[src/rtl/pit_pkg.sv]
package pit_pkg;
    localparam int BYTE_W  = 8;
    localparam int CNT_W   = 2 * BYTE_W;
    localparam int NUM_CH  = 3;
    localparam int ADDR_W  = 2;
    localparam int STATUS_BIT = 5;
    localparam int STATUS_CH  = 2;

    localparam logic [1:0] SEL_READBACK = 2'd3;
    localparam logic [1:0] ACC_LATCH    = 2'd0;
    localparam logic [1:0] ACC_LOHI     = 2'd3;

    localparam logic [2:0] MODE_TERM   = 3'd0;
    localparam logic [2:0] MODE_RATE   = 3'd2;
    localparam logic [2:0] MODE_SQUARE = 3'd3;

    typedef enum logic [1:0] {
        CH_IDLE,
        CH_LOW_HELD,
        CH_COUNTING,
        CH_EXPIRED
    } ch_state_t;
endpackage

[src/rtl/pit_ctrl_decode.sv]
module pit_ctrl_decode
    import pit_pkg::*;
#(
    parameter int CH_CNT = NUM_CH
) (
    input  logic              ctrl_wr,
    input  logic [BYTE_W-1:0] ctrl_byte,
    output logic [CH_CNT-1:0] latch_hit,
    output logic [CH_CNT-1:0] cfg_hit,
    output logic [2:0]        cfg_mode,
    output logic              ctrl_bad
);
    logic [1:0] sel_f;
    logic [1:0] acc_f;
    logic       bcd_f;
    logic       readback;
    logic       mode_ok;
    logic       cfg_bad;

    assign sel_f    = ctrl_byte[7:6];
    assign acc_f    = ctrl_byte[5:4];
    assign cfg_mode = ctrl_byte[3:1];
    assign bcd_f    = ctrl_byte[0];

    assign readback = (sel_f == SEL_READBACK);
    assign mode_ok  = (cfg_mode == MODE_TERM) || (cfg_mode == MODE_RATE) ||
                      (cfg_mode == MODE_SQUARE);
    assign cfg_bad  = (acc_f != ACC_LATCH) &&
                      ((acc_f != ACC_LOHI) || !mode_ok || bcd_f);
    assign ctrl_bad = ctrl_wr && (readback || cfg_bad);

    for (genvar i = 0; i < CH_CNT; i++) begin : g_sel
        assign latch_hit[i] = ctrl_wr && !readback && (acc_f == ACC_LATCH) &&
                              (sel_f == 2'(i));
        assign cfg_hit[i]   = ctrl_wr && !readback && !cfg_bad &&
                              (acc_f != ACC_LATCH) && (sel_f == 2'(i));
    end
endmodule

[src/rtl/pit_channel.sv]
module pit_channel
    import pit_pkg::*;
(
    input  logic              clk,
    input  logic              rst_n,
    input  logic              tick,
    input  logic              wr_data,
    input  logic              rd_data,
    input  logic [BYTE_W-1:0] wdata,
    input  logic              latch_cmd,
    input  logic              cfg_wr,
    input  logic [2:0]        cfg_mode,
    output logic [BYTE_W-1:0] rd_byte,
    output logic              ch_out
);
    ch_state_t          state, state_nx;
    logic [CNT_W-1:0]   count;
    logic [CNT_W-1:0]   period;
    logic [CNT_W-1:0]   latch_val;
    logic [CNT_W-1:0]   arm_period;
    logic [2:0]         mode;
    logic               latch_on;
    logic               rd_hi;
    logic               wr_low;
    logic               wr_high;
    logic               run_tick;
    logic               at_one;

    function automatic logic [CNT_W-1:0] half_of(input logic [CNT_W-1:0] p);
        return ((p >> 1) == '0) ? CNT_W'(1) : (p >> 1);
    endfunction

    assign wr_low     = wr_data && (state != CH_LOW_HELD);
    assign wr_high    = wr_data && (state == CH_LOW_HELD);
    assign arm_period = {wdata, count[BYTE_W-1:0]};
    assign run_tick   = tick && !wr_data && (state == CH_COUNTING);
    assign at_one     = (count == CNT_W'(1));

    // next-state logic
    always_comb begin
        state_nx = state;
        unique case (state)
            CH_IDLE, CH_EXPIRED: begin
                if (wr_data) state_nx = CH_LOW_HELD;
            end
            CH_LOW_HELD: begin
                if (wr_data) state_nx = (arm_period != '0) ? CH_COUNTING : CH_IDLE;
            end
            CH_COUNTING: begin
                if (wr_data)
                    state_nx = CH_LOW_HELD;
                else if (tick && mode == MODE_TERM && at_one)
                    state_nx = CH_EXPIRED;
            end
        endcase
    end

    always_ff @(posedge clk) begin
        if (!rst_n) state <= CH_IDLE;
        else        state <= state_nx;
    end

    // count, period and mode
    always_ff @(posedge clk) begin
        if (!rst_n) begin
            count  <= '0;
            period <= '0;
            mode   <= MODE_TERM;
        end else begin
            if (cfg_wr) mode <= cfg_mode;
            if (wr_low) begin
                count[BYTE_W-1:0] <= wdata;
            end else if (wr_high) begin
                period <= arm_period;
                count  <= (mode == MODE_SQUARE && arm_period != '0) ?
                          half_of(arm_period) : arm_period;
            end else if (run_tick) begin
                if (mode == MODE_RATE && at_one)
                    count <= period;
                else if (mode == MODE_SQUARE && at_one)
                    count <= half_of(period);
                else
                    count <= count - CNT_W'(1);
            end
        end
    end

    // snapshot and read order
    always_ff @(posedge clk) begin
        if (!rst_n) begin
            latch_val <= '0;
            latch_on  <= 1'b0;
            rd_hi     <= 1'b0;
        end else if (latch_cmd) begin
            if (!latch_on) begin
                latch_on  <= 1'b1;
                latch_val <= count;
                rd_hi     <= 1'b0;
            end
        end else if (rd_data) begin
            rd_hi <= !rd_hi;
            if (latch_on && rd_hi) latch_on <= 1'b0;
        end
    end

    // output bit
    always_ff @(posedge clk) begin
        if (!rst_n) begin
            ch_out <= 1'b0;
        end else if (wr_low) begin
            ch_out <= 1'b0;
        end else if (wr_high) begin
            ch_out <= (arm_period != '0) && (mode != MODE_TERM);
        end else if (run_tick) begin
            if (mode == MODE_TERM) begin
                if (at_one) ch_out <= 1'b1;
            end else if (mode == MODE_RATE) begin
                ch_out <= !at_one;
            end else if (mode == MODE_SQUARE) begin
                if (at_one) ch_out <= !ch_out;
            end
        end
    end

    always_comb begin
        if (latch_on) rd_byte = rd_hi ? latch_val[CNT_W-1:BYTE_W] : latch_val[BYTE_W-1:0];
        else          rd_byte = rd_hi ? count[CNT_W-1:BYTE_W]     : count[BYTE_W-1:0];
    end

    assert_lowbyte_forces_low_R4: assert property (@(posedge clk) disable iff (!rst_n)
        wr_low |=> !ch_out);
    assert_zero_period_halts_R5: assert property (@(posedge clk) disable iff (!rst_n)
        (wr_high && arm_period == '0) |=> (state == CH_IDLE && !ch_out));
    assert_hold_without_tick_R13: assert property (@(posedge clk) disable iff (!rst_n)
        (!tick && !wr_data) |=> $stable(count));
    assert_term_raises_out_R8: assert property (@(posedge clk) disable iff (!rst_n)
        (run_tick && mode == MODE_TERM && at_one) |=> (ch_out && state == CH_EXPIRED));
    assert_snapshot_frozen_R7: assert property (@(posedge clk) disable iff (!rst_n)
        latch_on |=> $stable(latch_val));
endmodule

[src/rtl/interval_timer.sv]
module interval_timer
    import pit_pkg::*;
(
    input  logic              clk,
    input  logic              rst_n,
    input  logic              tick_en,
    input  logic              bus_wr,
    input  logic              bus_rd,
    input  logic [ADDR_W-1:0] bus_addr,
    input  logic [BYTE_W-1:0] bus_wdata,
    output logic [BYTE_W-1:0] bus_rdata,
    output logic [NUM_CH-1:0] chan_out,
    output logic [BYTE_W-1:0] port_status,
    output logic              cfg_err
);
    localparam logic [ADDR_W-1:0] CTRL_ADDR = ADDR_W'(NUM_CH);

    logic [NUM_CH-1:0] latch_hit;
    logic [NUM_CH-1:0] cfg_hit;
    logic [2:0]        cfg_mode;
    logic              ctrl_bad;
    logic [BYTE_W-1:0] ch_byte [NUM_CH];

    pit_ctrl_decode #(.CH_CNT(NUM_CH)) u_decode (
        .ctrl_wr   (bus_wr && bus_addr == CTRL_ADDR),
        .ctrl_byte (bus_wdata),
        .latch_hit (latch_hit),
        .cfg_hit   (cfg_hit),
        .cfg_mode  (cfg_mode),
        .ctrl_bad  (ctrl_bad)
    );

    for (genvar i = 0; i < NUM_CH; i++) begin : g_ch
        pit_channel u_ch (
            .clk       (clk),
            .rst_n     (rst_n),
            .tick      (tick_en),
            .wr_data   (bus_wr && bus_addr == ADDR_W'(i)),
            .rd_data   (bus_rd && bus_addr == ADDR_W'(i)),
            .wdata     (bus_wdata),
            .latch_cmd (latch_hit[i]),
            .cfg_wr    (cfg_hit[i]),
            .cfg_mode  (cfg_mode),
            .rd_byte   (ch_byte[i]),
            .ch_out    (chan_out[i])
        );
    end

    always_comb begin
        bus_rdata = '0;
        for (int i = 0; i < NUM_CH; i++)
            if (bus_rd && bus_addr == ADDR_W'(i)) bus_rdata = ch_byte[i];
    end

    always_comb begin
        port_status = '0;
        port_status[STATUS_BIT] = chan_out[STATUS_CH];
    end

    always_ff @(posedge clk) begin
        if (!rst_n) cfg_err <= 1'b0;
        else        cfg_err <= ctrl_bad;
    end

    assert_readback_flags_R2: assert property (@(posedge clk) disable iff (!rst_n)
        (bus_wr && bus_addr == CTRL_ADDR && bus_wdata[7:6] == SEL_READBACK) |=> cfg_err);
    assert_good_ctrl_quiet_R3: assert property (@(posedge clk) disable iff (!rst_n)
        (bus_wr && bus_addr == CTRL_ADDR && bus_wdata == 8'h30) |=> !cfg_err);
endmodule

[config.mk]
export PLATFORM = sky130hd
export DESIGN_NAME = interval_timer
export DESIGN_NICKNAME = d
export VERILOG_FILES = /design/src/rtl/pit_pkg.sv /design/src/rtl/pit_ctrl_decode.sv /design/src/rtl/pit_channel.sv /design/src/rtl/interval_timer.sv
export SDC_FILE = /design/constraint.sdc
export NUM_CORES = 1
export LEC_CHECK = 0
export ABC_AREA = 0
export BUFFER_PORTS_ARGS = -buffer_cell sky130_fd_sc_hd__buf_4
export CORE_ASPECT_RATIO = 2
export CORE_MARGIN = 2
export CORE_UTILIZATION = 55
export DETAILED_ROUTE_END_ITERATION = 6
export MAX_ROUTING_LAYER = met4
export PLACE_DENSITY = 0.77
export SYNTH_ARGS = -nofsm -noshare
export SYNTH_HDL_FRONTEND = slang
export SYNTH_SLANG_ARGS = --single-unit
export TNS_END_PERCENT = 20
[constraint.sdc]
create_clock -name clk -period 2.75 [get_ports clk]
set_clock_uncertainty 0.2 [all_clocks]
set_input_delay 0.55 -clock clk [delete_from_list [all_inputs] [get_ports clk]]
set_output_delay 0.55 -clock clk [all_outputs]
set_load 0.05 [all_outputs]
---- After elaboration in Yosys (flattened, before gate mapping) ----
Cells that the tools add are included.
operators by class
  add/sub/neg operators ................... 3
  bitwise operators ....................... 7
  equal/unequal tests ..................... 48
  reductions and logical operators ........ 143
  muxes and demuxes ....................... 93
operator list
  cell                                                                    number
  16-bit two-way mux                                                      15
  8-bit two-way mux                                                       15
  16-bit logical NOT                                                      6
  15-bit two-way mux                                                      6
  1-bit logical AND                                                       52
  16-bit by 1-bit equality test with 1-bit output, second input constant  3
  16-bit nonzero test                                                     3
  16-bit by 1-bit subtractor with 16-bit output, second input constant    3
  1-bit two-way mux                                                       39
  2-bit AND reduction                                                     18
  2-bit two-way mux                                                       15
  3-bit nonzero test                                                      9
  3-bit by 2-bit equality test with 1-bit output, second input constant   8
  2-bit equality test, second input constant                              10
  2-bit nonzero test                                                      10
  2-bit by 1-bit != test with 1-bit output, second input constant         9
  3-bit by 2-bit != test with 1-bit output, second input constant         6
  2-bit case mux with 3 select lines                                      3
  1-bit logical NOT                                                       15
  2-bit logical NOT                                                       6
  3-bit logical NOT                                                       4
  4-bit AND reduction                                                     3
  4-bit nonzero test                                                      3
  2-bit OR reduction                                                      6
  6 further kinds                                                         27
word-level totals
  output and inout port bits .............. 20
  input bits .............................. 15
  bits in registers ....................... 169
  word-level logic and storage cells ...... 322

---- Longest topological paths before layout ----
  depth in word-level cells ............... 11
  gate-level depth with buffers ........... 11

---- By module ----
From an unflattened synthesis, not the netlist that was laid out.
second synthesis, totals
  cells, all modules ...................... 1426
  area total of the unflattened synthesis .. 11259.5 um^2
modules (own cells, without submodules)
  module                       area each (um^2)  instances  cells an instance  seq. area each (um^2)
  pit_channel at g_ch[0].u_ch  3638.5            1          456                1121.1
  pit_channel at g_ch[1].u_ch  3558.4            1          451                1121.1
  pit_channel at g_ch[2].u_ch  3500.9            1          444                1121.1
  interval_timer               426.7             1          56                 20.0
  pit_ctrl_decode              135.1             1          19                 0.0

---- Worst setup path before layout ----
No wires, ideal clock.
  kind .................................... input port to flip-flop
  from .................................... input bus_wdata[1]
  to ...................................... register g_ch[2].u_ch.count[9]
  stages on the path ...................... 6
  required time ........................... 2.428 ns
  buffers on the path ..................... 1
  data arrival time ....................... 2.346 ns
  path slack .............................. 0.083 ns
  library setup time ...................... 0.122 ns
  cell sequence ........................... clkbuf_1 -> or4_1 -> nor4_2 -> a211oi_1 -> a221o_1 -> a221o_1
between the ends
  cells in the longest elaborated chain, start to end .. 4
  elaborated cells between the ends (all ways) .. 6
  classes of those cells .................. 3 x mux; 3 x reduce/logical
ends and longest elaborated chain
  item                                                       line                                  source
  from (decl)                                                interval_timer.sv:10                  input logic [BYTE_W-1:0] bus_wdata,
  16-bit logical NOT or 16-bit nonzero test (tied branches)  pit_channel.sv:30, pit_channel.sv:75
  15-bit two-way mux or 1-bit logical AND (tied branches)    pit_channel.sv:30, pit_channel.sv:75
  16-bit two-way mux *                                       pit_channel.sv:75                     count <= (mode == MODE_SQUARE && arm_period != '0) ?
  16-bit two-way mux *                                       pit_channel.sv:73                     end else if (wr_high) begin
  to (signal, indexed assignment)                            pit_channel.sv:72                     count[BYTE_W-1:0] <= wdata;
  to (signal assigned)                                       pit_channel.sv:75
  to (signal assigned)                                       pit_channel.sv:79                     count <= period;
  to (decl)                                                  pit_channel.sv:17                     logic [CNT_W-1:0] count;
Mark *: on every way between the ends. The rest lies on a longest branch, timed or not. The select of a mux whose other input is x is not followed.
A chain may end at the register's enable or synchronous reset.

---- Final worst setup path ----
  from .................................... register g_ch[0].u_ch.latch_on
  to ...................................... output bus_rdata[4]
between the ends
  cells in the longest elaborated chain, start to end .. 4
ends and longest elaborated chain
  item                             line                  source
  from (decl)                      pit_channel.sv:22     logic latch_on;
  from (signal assigned)           pit_channel.sv:92     latch_on <= 1'b0;
  from (signal assigned)           pit_channel.sv:96     latch_on <= 1'b1;
  from (signal assigned)           pit_channel.sv:102    if (latch_on && rd_hi) latch_on <= 1'b0;
  8-bit two-way mux                pit_channel.sv:126    if (latch_on) rd_byte = rd_hi ? latch_val[CNT_W-1:BYTE_W] : latch_val[BYTE_W-1:0];
  8-bit two-way mux (3 in series)  interval_timer.sv:52  if (bus_rd && bus_addr == ADDR_W'(i)) bus_rdata = ch_byte[i];
  to (decl)                        interval_timer.sv:11  output logic [BYTE_W-1:0] bus_rdata,
Every way passes these cells.

==> impl_metrics.csv <==
group,metric,value,unit
run_status,outcome,"complete, but fails checks",
run_status,violations,"design-rule violations, negative setup slack",
drt,drt_first_iter_violations,1123,
clock_tree,cts_tree,"built",
worst_setup_path,crit_type,"register to primary output",
die,die-area,20510,µm²
synthesis,synth_area_per_cell,8.031,µm²
timing,layout_setup_ws,-0.1109,ns
worst_setup_path,path_delay_family,"multiplexers",
timing,final_hold_viol_count,0,
synthesis,synth_cells,1323,
worst_setup_path,arrival,2.11,ns
synthesis,yosysSeqAreaShare,31.84,%
grt,grt_pass1_wl,72570,µm
placement,port_buffers,27,
die,rows,72,
power,max-vdd-ir-drop,0.4734,mV
timing,post-route-min-period,2.861,ns
synthesis,yosysUniqueCellTypes,79,
clock_tree,insertion_delay,0.47,ns
grt,grt_pass1_vias,11710,
grt,grt_max_degree,50,
timing,tightest_slew,0.9247,ns
die,die_w,102.3,µm
synthesis,synth.ff_latch_count,169,
synthesis,synth_top_area_share,31.84,%
drt,vias_per_cell,6.848,
clock_tree,cts.sinks,169,
drt,wl_per_cell,28.71,µm
clock_tree,clockRootBuffer,"clkbuf_16",
drt,routed_wl,49260,µm
worst_setup_path,path_buf_inv,3,
synthesis,synth_area,10630,µm²
synthesis,synth_edf_count,0,
worst_setup_path,cpMostUsedCell,"buf_6",
timing,max-slew-margin-rel,37.91,%
power,power_leakage,5.056,nW
grt,antenna_found_initial,1,
worst_setup_path,worst_setup_path_start_kind,"register",
synthesis,synth_area_leaders,"dfxtp_1, mux2i_1, nand2_1",
synthesis,async_flop_share,0,%
finish,fin_cells,1716,
finish,drive_above_1_share,23.16,%
worst_setup_path,cp_slowest_cell,"mux4_2",
job,cap_violations,0,
clock_tree,cts-buffers-inserted,17,
finish,area_delta_synth_final,22.34,%
timing,slew_violations,0,
drt,antenna_left,0,
die,core-area,19190,µm²
drt,dr.pass1.iters,7,
synthesis,synth.largest_area_cell,"dfxtp_1",
die,initial_utilization,55.37,%
clock_tree,path_clk_slew,0.07,ns
power,power_density,533.6,nW/µm²
power,finalPower,6.936,mW
synthesis,yosys_most_used_dff,"dfxtp_1",
die,die_h,200.6,µm
timing,timing.fmax,0.3495,GHz
die,io_pins,35,
worst_setup_path,critical_path.cell_chain,"buf_6 -> buf_4 -> mux4_2 -> mux2i_1 -> o22ai_1 -> and2_1 -> buf_6",
worst_setup_path,path_max_fanout,5,
clock_tree,cts_max_path_buffers,2,
clock_tree,htreeDepth,4,
placement,hpwl,35100,µm
worst_setup_path,max_stage_delay,0.49,ns
worst_setup_path,required,2.00,ns
finish,layout_commonest_cell,"buf_4",
finish,final_cell_mix,"buf_4, nand2_1, dfxtp_1",
placement,place_inst,1672,
grt,gr-total-overflow,0,
drt,drc,5,
min_path,hold_path_class,"register to register",
worst_setup_path,endpoint_kind,"primary output",
synthesis,synth_warnings,0,
placement,place_congestion,1.167,
timing,period_share,104.0,%
clock_tree,hold_buffers,0,
timing,finalSetupViolCount,9,
grt,track_usage,51.05,%
finish,fin_nets,1475,
finish,fillCellCount,1645,
drt,via_count,11750,
timing,rsz0062_at_grt,"true",
==> registers in the layout, indices dropped and copies added (netlist names) <==
name and count:
g_ch.u_ch.count 48, g_ch.u_ch.latch_val 48, g_ch.u_ch.period 48, g_ch.u_ch.mode 9, g_ch.u_ch.state 6, g_ch.u_ch.ch_out 3, g_ch.u_ch.latch_on 3, g_ch.u_ch.rd_hi 3
cfg_err 1
==> report_power, final <==
part	switching (mW)	leakage [nW]	internal [mW]	total, mW
combinational	1.07	3.39	0.711	1.78
sequential	0.111	1.37	2.51	2.62
clock	1.12	0.297	1.41	2.53
total	2.30	5.06	4.63	6.94
==> what timing repair did <==
| item | in CTS | in global routing |
|---|---|---|
| pin swaps | 13 | 7 |
| buffers inserted | 6 | 5 |
| endpoints found under the setup margin | 10 | 46 |
| gates resized for setup | 32 | 19 |
==> through the flow <==
stage / utilization (%) / area (µm²) / worst slack [ns] / hold WS [ns] / setup TNS [ns]
after global placement: 63.26 / 12140 / -0.2370 / 0.2457 / -0.2550
after detailed placement: 63.26 / 12140 / -0.1908 / 0.2532 / -0.2424
after global routing: 67.73 / 13000 / -0.2021 / 0.2911 / -1.098
final: 67.74 / 13000 / -0.1109 / 0.2616 / -0.4532
after floorplan: - / 10650 / 0.08263 / 0.2363 / 0
after CTS: 67.06 / 12870 / -0.04639 / 0.2624 / -0.2564
==> Yosys cell counts (8+ instances only) <==
cell type	number
a211oi_1	9
ha_1	18
o21ai_0	37
nor4_1	21
clkbuf_1	89
o221ai_1	9
inv_1	36
o22ai_1	18
buf_2	15
nand3b_1	9
a21oi_1	107
nor2_1	127
nand4_1	22
nand2b_1	8
o211ai_1	13
and2_1	17
xnor2_1	24
dfxtp_1	169
o31ai_1	9
xor2_1	21
nand2_1	174
a31oi_1	20
nor3_1	37
buf_4	14
nand3_1	32
a221oi_1	10
mux4_2	24
or3_1	8
mux2i_1	77
==> path summary, 6_finish.rpt <==
path / from / to / slack (ns) / cells after the start
worst min-delay path: g_ch[0].u_ch.period[0] / g_ch[0].u_ch.period[0] / 0.26 / 2
worst max-delay path: g_ch[0].u_ch.latch_on / bus_rdata[4] / -0.11 / 7
worst min register to register: g_ch[0].u_ch.period[0] / g_ch[0].u_ch.period[0] / 0.26 / 2
worst max register to register: g_ch[1].u_ch.period[4] / g_ch[1].u_ch.count[0] / 0 / 6
==> cells by family (layout without fill, tap and decap cells) <==
logic type,after synthesis,count (layout),synth area share [%]
and+or+nand+nor,508,508,23.28
AOI/OAI and AO/OA,311,311,19.44
DFF,169,169,31.84
buffers and inverters,164,290,6.606
muxes,106,106,12.87
xor gates and xnor gates,45,45,3.709
adders and majority gates,19,19,2.214
other,1,9,0.03529
==> tightest hold or removal path: stages (launching register included) <==
cell     delay [ns]
dfxtp_1        0.31
nand2_1        0.05
a21oi_1        0.05
==> final cells by class <==
type	instances	area (µm²)	area share [%]
Multi-Input combinational cell	996	6660	51.24
Tap cell	259	324.1	2.493
Clock buffer	19	452.9	3.484
Sequential cell	169	3408	26.22
Clock inverter	13	153.9	1.184
Timing Repair Buffer	221	1853	14.26
Antenna cell	2	5.005	0.03850
Inverter	37	141.4	1.088
==> per-layer routing <==
| layer | global-route usage (%) | share of wire (%) |
|---|---|---|
| met5 | - | 0 |
| met4 | 51.90 | 14 |
| met3 | 21.97 | 10 |
| met2 | 78.55 | 47 |
| met1 | 43.22 | 28 |
Note: power is estimated with default switching activity, not from simulation.
